--- src/rtl/i2cs_pkg.sv ---
package i2cs_pkg;

  localparam int AXES = 3;

  localparam logic [7:0] RA_STAT = 8'h00;
  localparam logic [7:0] RA_LAST = 8'h06;
  localparam logic [7:0] RA_CFG  = 8'h07;
  localparam logic [7:0] RA_SCR  = 8'h08;

  typedef enum logic [2:0] {
    BS_IDLE,
    BS_RX,
    BS_ACK,
    BS_TX,
    BS_MACK
  } bus_st_t;

  // High-byte register address of axis a (0 = X)
  function automatic logic [7:0] hi_reg(input int a);
    return 8'(1 + 2 * a);
  endfunction

  // Pointer step after each byte transferred
  function automatic logic [7:0] ptr_step(input logic [7:0] p, input logic fast);
    logic [7:0] n;
    if (fast && (p == 8'h01 || p == 8'h03)) n = p + 8'd2;
    else if (fast && p == 8'h05)            n = RA_STAT;
    else if (p == RA_LAST)                  n = RA_STAT;
    else                                    n = p + 8'd1;
    return n;
  endfunction

  // Bus address from a base and the strap level
  function automatic logic [6:0] bus_addr(input logic [6:0] base, input logic strap);
    return {base[6:1], strap};
  endfunction

endpackage

--- src/rtl/i2cs_line_sync.sv ---
module i2cs_line_sync #(
  parameter int STAGES = 2
) (
  input  logic clk,
  input  logic rst_n,
  input  logic scl_i,
  input  logic sda_i,
  output logic scl_s,
  output logic sda_s,
  output logic scl_rise,
  output logic scl_fall,
  output logic start_evt,
  output logic stop_evt
);

  logic [STAGES-1:0] scl_pipe, sda_pipe;
  logic scl_d, sda_d;

  always_ff @(posedge clk or negedge rst_n) begin
    if (!rst_n) begin
      scl_pipe <= '1;
      sda_pipe <= '1;
      scl_d    <= 1'b1;
      sda_d    <= 1'b1;
    end else begin
      scl_pipe <= {scl_pipe[STAGES-2:0], scl_i};
      sda_pipe <= {sda_pipe[STAGES-2:0], sda_i};
      scl_d    <= scl_pipe[STAGES-1];
      sda_d    <= sda_pipe[STAGES-1];
    end
  end

  assign scl_s     = scl_pipe[STAGES-1];
  assign sda_s     = sda_pipe[STAGES-1];
  assign scl_rise  = scl_s & ~scl_d;
  assign scl_fall  = ~scl_s & scl_d;
  assign start_evt = scl_s & scl_d & sda_d & ~sda_s;
  assign stop_evt  = scl_s & scl_d & ~sda_d & sda_s;

endmodule

--- src/rtl/i2cs_proto.sv ---
module i2cs_proto
  import i2cs_pkg::*;
(
  input  logic       clk,
  input  logic       rst_n,
  input  logic       sda_s,
  input  logic       scl_rise,
  input  logic       scl_fall,
  input  logic       start_evt,
  input  logic       stop_evt,
  input  logic [6:0] dev_addr,
  input  logic       fast_rd,
  input  logic [7:0] rd_data,
  output logic       sda_oe,
  output logic [7:0] reg_ptr,
  output logic       rd_stb,
  output logic       wr_stb,
  output logic [7:0] wr_data
);

  bus_st_t    st;
  logic [3:0] bit_cnt;
  logic [7:0] shreg;
  logic       in_addr, is_read, ptr_pend, host_nak;
  logic       byte_done, bus_evt;

  assign bus_evt   = start_evt | stop_evt;
  assign byte_done = (st == BS_RX) && scl_fall && (bit_cnt == 4'd8) && !bus_evt;
  assign wr_stb    = byte_done && !in_addr && !ptr_pend;
  assign wr_data   = shreg;
  assign rd_stb    = !bus_evt && scl_fall &&
                     (((st == BS_ACK) && is_read) || ((st == BS_MACK) && !host_nak));

  always_ff @(posedge clk or negedge rst_n) begin
    if (!rst_n) begin
      st       <= BS_IDLE;
      bit_cnt  <= '0;
      shreg    <= '0;
      in_addr  <= 1'b0;
      is_read  <= 1'b0;
      ptr_pend <= 1'b0;
      host_nak <= 1'b0;
      sda_oe   <= 1'b0;
      reg_ptr  <= '0;
    end else if (start_evt) begin
      st      <= BS_RX;
      bit_cnt <= '0;
      in_addr <= 1'b1;
      sda_oe  <= 1'b0;
    end else if (stop_evt) begin
      st     <= BS_IDLE;
      sda_oe <= 1'b0;
    end else if (rd_stb) begin
      // load the next byte to send and drive its first bit
      st      <= BS_TX;
      shreg   <= rd_data;
      sda_oe  <= ~rd_data[7];
      bit_cnt <= 4'd1;
      reg_ptr <= ptr_step(reg_ptr, fast_rd);
    end else begin
      unique case (st)
        BS_IDLE: ;
        BS_RX: begin
          if (scl_rise) begin
            shreg   <= {shreg[6:0], sda_s};
            bit_cnt <= bit_cnt + 4'd1;
          end else if (byte_done) begin
            in_addr <= 1'b0;
            if (in_addr) begin
              if (shreg[7:1] == dev_addr) begin
                st       <= BS_ACK;
                sda_oe   <= 1'b1;
                is_read  <= shreg[0];
                ptr_pend <= ~shreg[0];
              end else begin
                st <= BS_IDLE;
              end
            end else begin
              st     <= BS_ACK;
              sda_oe <= 1'b1;
              if (ptr_pend) begin
                reg_ptr  <= shreg;
                ptr_pend <= 1'b0;
              end else begin
                reg_ptr <= ptr_step(reg_ptr, fast_rd);
              end
            end
          end
        end
        BS_ACK: begin
          if (scl_fall) begin
            st      <= BS_RX;
            bit_cnt <= '0;
            sda_oe  <= 1'b0;
          end
        end
        BS_TX: begin
          if (scl_fall) begin
            if (bit_cnt == 4'd8) begin
              st     <= BS_MACK;
              sda_oe <= 1'b0;
            end else begin
              sda_oe  <= ~shreg[6];
              shreg   <= {shreg[6:0], 1'b0};
              bit_cnt <= bit_cnt + 4'd1;
            end
          end
        end
        BS_MACK: begin
          if (scl_rise) host_nak <= sda_s;
          else if (scl_fall) st <= BS_IDLE;
        end
        default: st <= BS_IDLE;
      endcase
    end
  end

endmodule

--- src/rtl/i2cs_regfile.sv ---
module i2cs_regfile
  import i2cs_pkg::*;
#(
  parameter int         SAMPLE_W  = 12,
  parameter logic [7:0] CFG_RESET = 8'h0E
) (
  input  logic                clk,
  input  logic                rst_n,
  input  logic                smp_vld,
  input  logic [SAMPLE_W-1:0] smp_x,
  input  logic [SAMPLE_W-1:0] smp_y,
  input  logic [SAMPLE_W-1:0] smp_z,
  input  logic [7:0]          reg_ptr,
  input  logic                rd_stb,
  input  logic                wr_stb,
  input  logic [7:0]          wr_data,
  output logic [7:0]          rd_data,
  output logic                fast_rd,
  output logic [AXES-1:0]     axis_en,
  output logic [AXES-1:0]     dr_axis,
  output logic [AXES-1:0]     ow_axis,
  output logic                dr_all,
  output logic                ow_all,
  output logic                all_read
);

  localparam int LO_W = SAMPLE_W - 8;
  localparam int PAD  = 8 - LO_W;

  logic [SAMPLE_W-1:0]   smp_in [AXES];
  logic [AXES-1:0][7:0]  hi_b, lo_b;
  logic [AXES-1:0]       msb_hit, seen, new_s;
  logic [AXES-1:0]       seen_next;
  logic [7:0]            cfg_q, scr_q;

  assign smp_in[0] = smp_x;
  assign smp_in[1] = smp_y;
  assign smp_in[2] = smp_z;

  assign fast_rd = cfg_q[0];
  assign axis_en = cfg_q[3:1];

  assign seen_next = seen | msb_hit;
  assign all_read  = (|msb_hit) && (|axis_en) && ((seen_next & axis_en) == axis_en);

  for (genvar a = 0; a < AXES; a++) begin : g_axis
    localparam logic [7:0] HI = hi_reg(a);
    logic [SAMPLE_W-1:0] q;
    logic d, o, s;

    assign msb_hit[a] = rd_stb && (reg_ptr == HI);
    assign new_s[a]   = smp_vld && axis_en[a];

    always_ff @(posedge clk or negedge rst_n) begin
      if (!rst_n) begin
        q <= '0;
        d <= 1'b0;
        o <= 1'b0;
        s <= 1'b0;
      end else begin
        if (new_s[a]) q <= smp_in[a];
        if (new_s[a])        d <= 1'b1;
        else if (msb_hit[a]) d <= 1'b0;
        if (new_s[a] && d)   o <= 1'b1;
        else if (all_read)   o <= 1'b0;
        if (new_s[a] || all_read) s <= 1'b0;
        else if (msb_hit[a])      s <= 1'b1;
      end
    end

    assign dr_axis[a] = d;
    assign ow_axis[a] = o;
    assign seen[a]    = s;
    assign hi_b[a]    = q[SAMPLE_W-1 -: 8];
    assign lo_b[a]    = {q[LO_W-1:0], {PAD{1'b0}}};
  end

  always_ff @(posedge clk or negedge rst_n) begin
    if (!rst_n) begin
      dr_all <= 1'b0;
      ow_all <= 1'b0;
      cfg_q  <= CFG_RESET;
      scr_q  <= '0;
    end else begin
      if (|new_s)        dr_all <= 1'b1;
      else if (all_read) dr_all <= 1'b0;
      if (|(new_s & dr_axis)) ow_all <= 1'b1;
      else if (all_read)      ow_all <= 1'b0;
      if (wr_stb && reg_ptr == RA_CFG) cfg_q <= wr_data;
      if (wr_stb && reg_ptr == RA_SCR) scr_q <= wr_data;
    end
  end

  always_comb begin
    rd_data = '0;
    if (reg_ptr == RA_STAT) rd_data = {ow_all, ow_axis[2], ow_axis[1], ow_axis[0],
                                       dr_all, dr_axis[2], dr_axis[1], dr_axis[0]};
    if (reg_ptr == RA_CFG)  rd_data = cfg_q;
    if (reg_ptr == RA_SCR)  rd_data = scr_q;
    for (int a = 0; a < AXES; a++) begin
      if (reg_ptr == hi_reg(a))         rd_data = hi_b[a];
      if (reg_ptr == hi_reg(a) + 8'd1)  rd_data = lo_b[a];
    end
  end

endmodule

--- src/rtl/i2c_sample_slave.sv ---
module i2c_sample_slave
  import i2cs_pkg::*;
#(
  parameter int         SAMPLE_W    = 12,
  parameter logic [6:0] BASE_ADDR   = 7'h1C,
  parameter int         SYNC_STAGES = 2,
  parameter logic [7:0] CFG_RESET   = 8'h0E
) (
  input  logic                clk,
  input  logic                rst_n,
  input  logic                scl_i,
  input  logic                sda_i,
  output logic                sda_oe,
  input  logic                addr_strap,
  input  logic                smp_vld,
  input  logic [SAMPLE_W-1:0] smp_x,
  input  logic [SAMPLE_W-1:0] smp_y,
  input  logic [SAMPLE_W-1:0] smp_z
);

  logic            scl_s, sda_s, scl_rise, scl_fall, start_evt, stop_evt;
  logic [7:0]      reg_ptr, rd_data, wr_data;
  logic            rd_stb, wr_stb, fast_rd;
  logic [AXES-1:0] axis_en, dr_axis, ow_axis;
  logic            dr_all, ow_all, all_read;
  logic [6:0]      dev_addr;

  assign dev_addr = bus_addr(BASE_ADDR, addr_strap);

  i2cs_line_sync #(.STAGES(SYNC_STAGES)) u_sync (
    .clk(clk), .rst_n(rst_n), .scl_i(scl_i), .sda_i(sda_i),
    .scl_s(scl_s), .sda_s(sda_s), .scl_rise(scl_rise), .scl_fall(scl_fall),
    .start_evt(start_evt), .stop_evt(stop_evt)
  );

  i2cs_proto u_proto (
    .clk(clk), .rst_n(rst_n), .sda_s(sda_s), .scl_rise(scl_rise),
    .scl_fall(scl_fall), .start_evt(start_evt), .stop_evt(stop_evt),
    .dev_addr(dev_addr), .fast_rd(fast_rd), .rd_data(rd_data),
    .sda_oe(sda_oe), .reg_ptr(reg_ptr), .rd_stb(rd_stb),
    .wr_stb(wr_stb), .wr_data(wr_data)
  );

  i2cs_regfile #(.SAMPLE_W(SAMPLE_W), .CFG_RESET(CFG_RESET)) u_regs (
    .clk(clk), .rst_n(rst_n), .smp_vld(smp_vld),
    .smp_x(smp_x), .smp_y(smp_y), .smp_z(smp_z),
    .reg_ptr(reg_ptr), .rd_stb(rd_stb), .wr_stb(wr_stb), .wr_data(wr_data),
    .rd_data(rd_data), .fast_rd(fast_rd), .axis_en(axis_en),
    .dr_axis(dr_axis), .ow_axis(ow_axis), .dr_all(dr_all), .ow_all(ow_all),
    .all_read(all_read)
  );

endmodule

--- config.mk ---
export PLATFORM = sky130hd
export DESIGN_NAME = i2c_sample_slave
export DESIGN_NICKNAME = d
export VERILOG_FILES = /design/src/rtl/i2cs_pkg.sv /design/src/rtl/i2cs_line_sync.sv /design/src/rtl/i2cs_proto.sv /design/src/rtl/i2cs_regfile.sv /design/src/rtl/i2c_sample_slave.sv
export SDC_FILE = /design/constraint.sdc
export NUM_CORES = 1
export LEC_CHECK = 0
export CORE_MARGIN = 2
export CORE_UTILIZATION = 58
export CTS_BUF_LIST = sky130_fd_sc_hd__clkbuf_8 sky130_fd_sc_hd__clkbuf_16
export DETAILED_ROUTE_END_ITERATION = 8
export GPL_ROUTABILITY_DRIVEN = 0
export PLACE_DENSITY = 0.8
export SYNTH_ARGS = -nofsm -noshare
export SYNTH_HDL_FRONTEND = slang
export SYNTH_SLANG_ARGS = --single-unit
--- constraint.sdc ---
create_clock -name clk -period 2.8 [get_ports clk]
set_input_delay 0.28 -clock clk [delete_from_list [all_inputs] [get_ports clk]]
set_output_delay 0.28 -clock clk [all_outputs]
set_load 0.02 [all_outputs]
==> results.txt <==
* Worst reg2reg path depth: 6
- For this run, the number of Yosys warnings is 0.
- Headroom to the max-slew limit came out at 42.5%.
* Critical path arrival: 2.71 ns
- Power spread over the standard cell area amounts to 549 nW/um^2.
- After routing, the total negative slack on setup checks comes to 0 ns.
- Unrepaired setup endpoints after global routing: false
- Hold Path Stages: 1
- Post-CTS setup-driven buffer insertion count: 0
- Proportion of synthesized chip area in sequential cells: 46.3%
- The clock net in this run drives a total of 97 sinks.
* DRC violations left: 0
- Kind of critical path: reg -> reg
* Largest cells by area after synthesis: sky130_fd_sc_hd__dfrtp_1 42%, sky130_fd_sc_hd__mux2_2 13%, sky130_fd_sc_hd__dfstp_2 4.5%
- The worst register-to-register path begins at u_sync.scl_d.
- Top achievable clock speed: 0.406 GHz
* Chip Width: 99.2 um
* DRC violation total after the first TritonRoute iteration: 416
* Sum of met3 wire segment lengths after detailed routing: 1080 um
- For this run, asynchronously set or reset flops after synthesis account for 100%.
* Layout overhead on the synthesized area: 13.4%
- After floorplanning, the core was divided into 34 placement rows.
- After clock tree synthesis, the repair step resized 0 gates.
* Met2 WL: 6180 um
* Kind of start point of the critical path: flop
- Total of buffers placed on input and output ports: 42
* CTS tree: built
- Via density per instance: 6.60
- Worst Clk Skew: 0.0121 ns
- The repair_antennas step left the layout with diodes totalling 0.
* Hold-fix buffer count after cts: 1
* Final hold violations: 0
* Number of vias in the routed layout: 4323
- Portion of synthesized cell area occupied by the leading cell type: 41.9%
- In the final routed layout, each cell accounts on average for 20.0 um.
* Die Footprint: 9850 um^2
- Overflow left after global routing: 0
* Hold wc startpoint: scl_i
- For this run, the detailed router's first-pass iteration total came to 5.
- In this run the register-to-register setup slack is 0.34 ns.
- The detailed router used layers up to and including met4.
- For the pin with the worst max-slew slack, the measured transition is 0.861 ns.
- Worst Hold Path EP: u_sync.scl_pipe[0]
- The number of max-slew violations in the final report came to 0.
* Clock latency at the later pin of the worst-skew pair: 0.37 ns
- Number of violations of the max-capacitance limit: 0
- The final layout contains routed wiring with a total length of 13100 um.
- STA classifies the critical path endpoint as a flop.
- Number of storage elements in the synthesis netlist: 97
- Hold crit path type: in -> reg
- Worst reg2reg path endpoint: u_proto.reg_ptr[3]
- The most critical setup path has its startpoint at u_sync.scl_d.
- The number of antenna violations at the first check in global routing came to 0.
- Counting flops with a built-in enable in the synthesized netlist gives 0.
* Starting density of the core: 60.0%
- The worst-case IR drop observed on VDD is 0.000415 V.
* Final Critical Period: 2.46 ns
- Final Setup Violations: 0
- Clock-pin slew was measured on the worst setup and hold paths at 0.10 ns.
- During I/O placement, the number of pins put on the boundary was 43.
- Core Footprint: 8760 um^2
* Final-stage net count: 591
- Overall fraction of global-route tracks in use: 27.5%
* Cell at the root of the clock tree: sky130_fd_sc_hd__clkbuf_8
- Of all cell types, the one taking the most synthesized area is sky130_fd_sc_hd__dfrtp_1.
- Req. time, crit path: 3.05 ns
- Summing all multi-input logic gate instances after layout gives 2600 um^2.
* Via count of the first global-routing pass: 4141
- After detailed routing, the wire length on met1 is 5500 um.
- The layout has 664 filler cells.
* Part of the cycle the worst path needs: 87.9%
- The first global-routing pass estimated 21200 um of wire.
- In this run the worst path has a maximum fanout of 13.
- The cell count after synthesis came out at 509.
* Final Hold Slack: 0.304 ns
* Ys flop type: sky130_fd_sc_hd__dfrtp_1
* Leakage power summed over all cells: 2.67 nW
* Combined flip-flop and latch cell area: 2440 um^2
- Once detail routing completed, the nets flagged for antenna violations numbered 0.
* Pin count of the biggest net entering global routing: 51
- Height of the die: 99.2 um
- The H-tree generated during clock tree synthesis spans 3 levels.
* Detailed placement HPWL: 9400 um
* Run status: completed
- A synthesized cell averages 10.3 um^2.
- Counting every net in the synthesized netlist gives 558.
* Count of cell types in the netlist: 70
- The clock passes through at most 2 buffers.
- Syn Std Cell Area: 5260 um^2
- Layout cell share with drive strength beyond 1: 19.2%
- TritonCTS Buffers: 9
==> kinds of logic after synthesis <==
family | share of synthesized area [%]
and+or+nand+nor | 14.9
AOI/OAI and AO/OA | 18.1
DFF | 46.3
xor gates and xnor gates | 0.499
buffers and inverters | 4.16
muxes | 14.3
adders and majority gates | 1.66
==> worst max path at each step <==
| stage | end | slack, ns | cells past startpoint |
|---|---|---|---|
| finish | u_proto.reg_ptr[3] | 0.34 | 6 |
| CTS | u_proto.reg_ptr[3] | 0.35 | 6 |
| global route | u_proto.reg_ptr[4] | 0.11 | 5 |
| global placement | u_regs.ow_all | 0.46 | 5 |
| detailed placement | u_proto.reg_ptr[3] | 0.37 | 6 |
| floorplan | u_proto.wr_data[4] | 0.70 | 6 |
==> final cells by class <==
class / instances / share of cell area, %
Multi-Input combinational cell: 359 / 43.6
Sequential cell: 97 / 40.9
Clock inverter: 7 / 1.11
Timing Repair Buffer: 53 / 8.64
Clock buffer: 9 / 2.08
Tap cell: 108 / 2.27
Inverter: 22 / 1.38
==> metrics by stage <==
step	worst slack (ns)	cells	cell area (um^2)	util, %	power [mW]
after floorplan	0.704	509	5260	-	2.11
final	0.340	655	5970	68.1	3.28
after CTS	0.352	655	5970	68.1	3.28
after global placement	0.455	638	5770	65.8	2.37
after global routing	0.105	655	5970	68.1	3.43
after detailed placement	0.367	638	5770	65.8	2.40
==> routing by layer <==
metal / up-vias / global-route usage [%]
met1: 2096 / 38.6
met5: - / 0
met3: 33 / 6.75
li1: 1961 / -
met4: 0 / 9.06
met2: 233 / 42.5
==> report_power, final <==
group	internal, mW	total (mW)	switching, mW
Combinational	0.341	0.717	0.376
Sequential	1.50	1.68	0.181
Clock	0.342	0.885	0.543
Total	2.18	3.28	1.10
==> sequential cells by signal, summed over array words and instances (netlist names), 2 cells and up <==
register         cells
u_proto.bit_cnt      4
u_regs.g_axis.s      3
u_proto.reg_ptr      8
u_regs.g_axis.q     36
u_sync.sda_pipe      2
u_proto.wr_data      8
u_proto.st           3
u_regs.g_axis.o      3
u_regs.cfg_q         8
u_regs.g_axis.d      3
u_regs.scr_q         8
u_sync.scl_pipe      2
==> cells in the mapped netlist, types with 3 or more instances <==
master and count:
sky130_fd_sc_hd__a211o_1 3, sky130_fd_sc_hd__nand2b_1 10, sky130_fd_sc_hd__mux2_2 59, sky130_fd_sc_hd__buf_2 7, sky130_fd_sc_hd__o21ai_0 35, sky130_fd_sc_hd__o22ai_1 6
sky130_fd_sc_hd__or3b_2 3, sky130_fd_sc_hd__a211oi_1 3, sky130_fd_sc_hd__a21oi_1 24, sky130_fd_sc_hd__clkbuf_1 20, sky130_fd_sc_hd__or4_1 4, sky130_fd_sc_hd__a31oi_1 9
sky130_fd_sc_hd__o31ai_1 4, sky130_fd_sc_hd__or3_1 3, sky130_fd_sc_hd__a32oi_1 8, sky130_fd_sc_hd__nor2b_1 8, sky130_fd_sc_hd__mux2i_1 9, sky130_fd_sc_hd__o22a_1 4
sky130_fd_sc_hd__nand4_1 5, sky130_fd_sc_hd__nand2_1 31, sky130_fd_sc_hd__and3b_1 3, sky130_fd_sc_hd__nor2_1 23, sky130_fd_sc_hd__nand3b_1 5, sky130_fd_sc_hd__a22oi_1 9
sky130_fd_sc_hd__and3_1 5, sky130_fd_sc_hd__inv_1 20, sky130_fd_sc_hd__buf_4 3, sky130_fd_sc_hd__ha_1 7, sky130_fd_sc_hd__nand3_1 15, sky130_fd_sc_hd__nor3b_1 7
sky130_fd_sc_hd__a221o_1 3, sky130_fd_sc_hd__nor3_1 8, sky130_fd_sc_hd__o211ai_1 3, sky130_fd_sc_hd__dfstp_2 9, sky130_fd_sc_hd__dfrtp_1 88
==> placed cells by master (no fill, tap or decap), drive strengths merged, types with 10 or more instances in the layout <==
master / synthesis / layout
mux2: 59 / 59
nand2: 31 / 31
nand2b: 10 / 10
nand3: 16 / 16
inv: 20 / 23
clkdlybuf4s50: 0 / 41
nor2: 23 / 23
buf: 11 / 11
o21ai: 36 / 36
dfrtp: 88 / 88
a21oi: 25 / 25
==> worst max-delay path, stage by stage, from the launching register on <==
cell	delay (ns)
sky130_fd_sc_hd__dfstp_2	0.65
sky130_fd_sc_hd__or3b_2	0.51
sky130_fd_sc_hd__o22ai_1	0.29
sky130_fd_sc_hd__buf_4	0.24
sky130_fd_sc_hd__nor2_1	0.10
sky130_fd_sc_hd__a2111oi_0	0.43
sky130_fd_sc_hd__nor3_1	0.10
(Power assumes the default switching activity.)
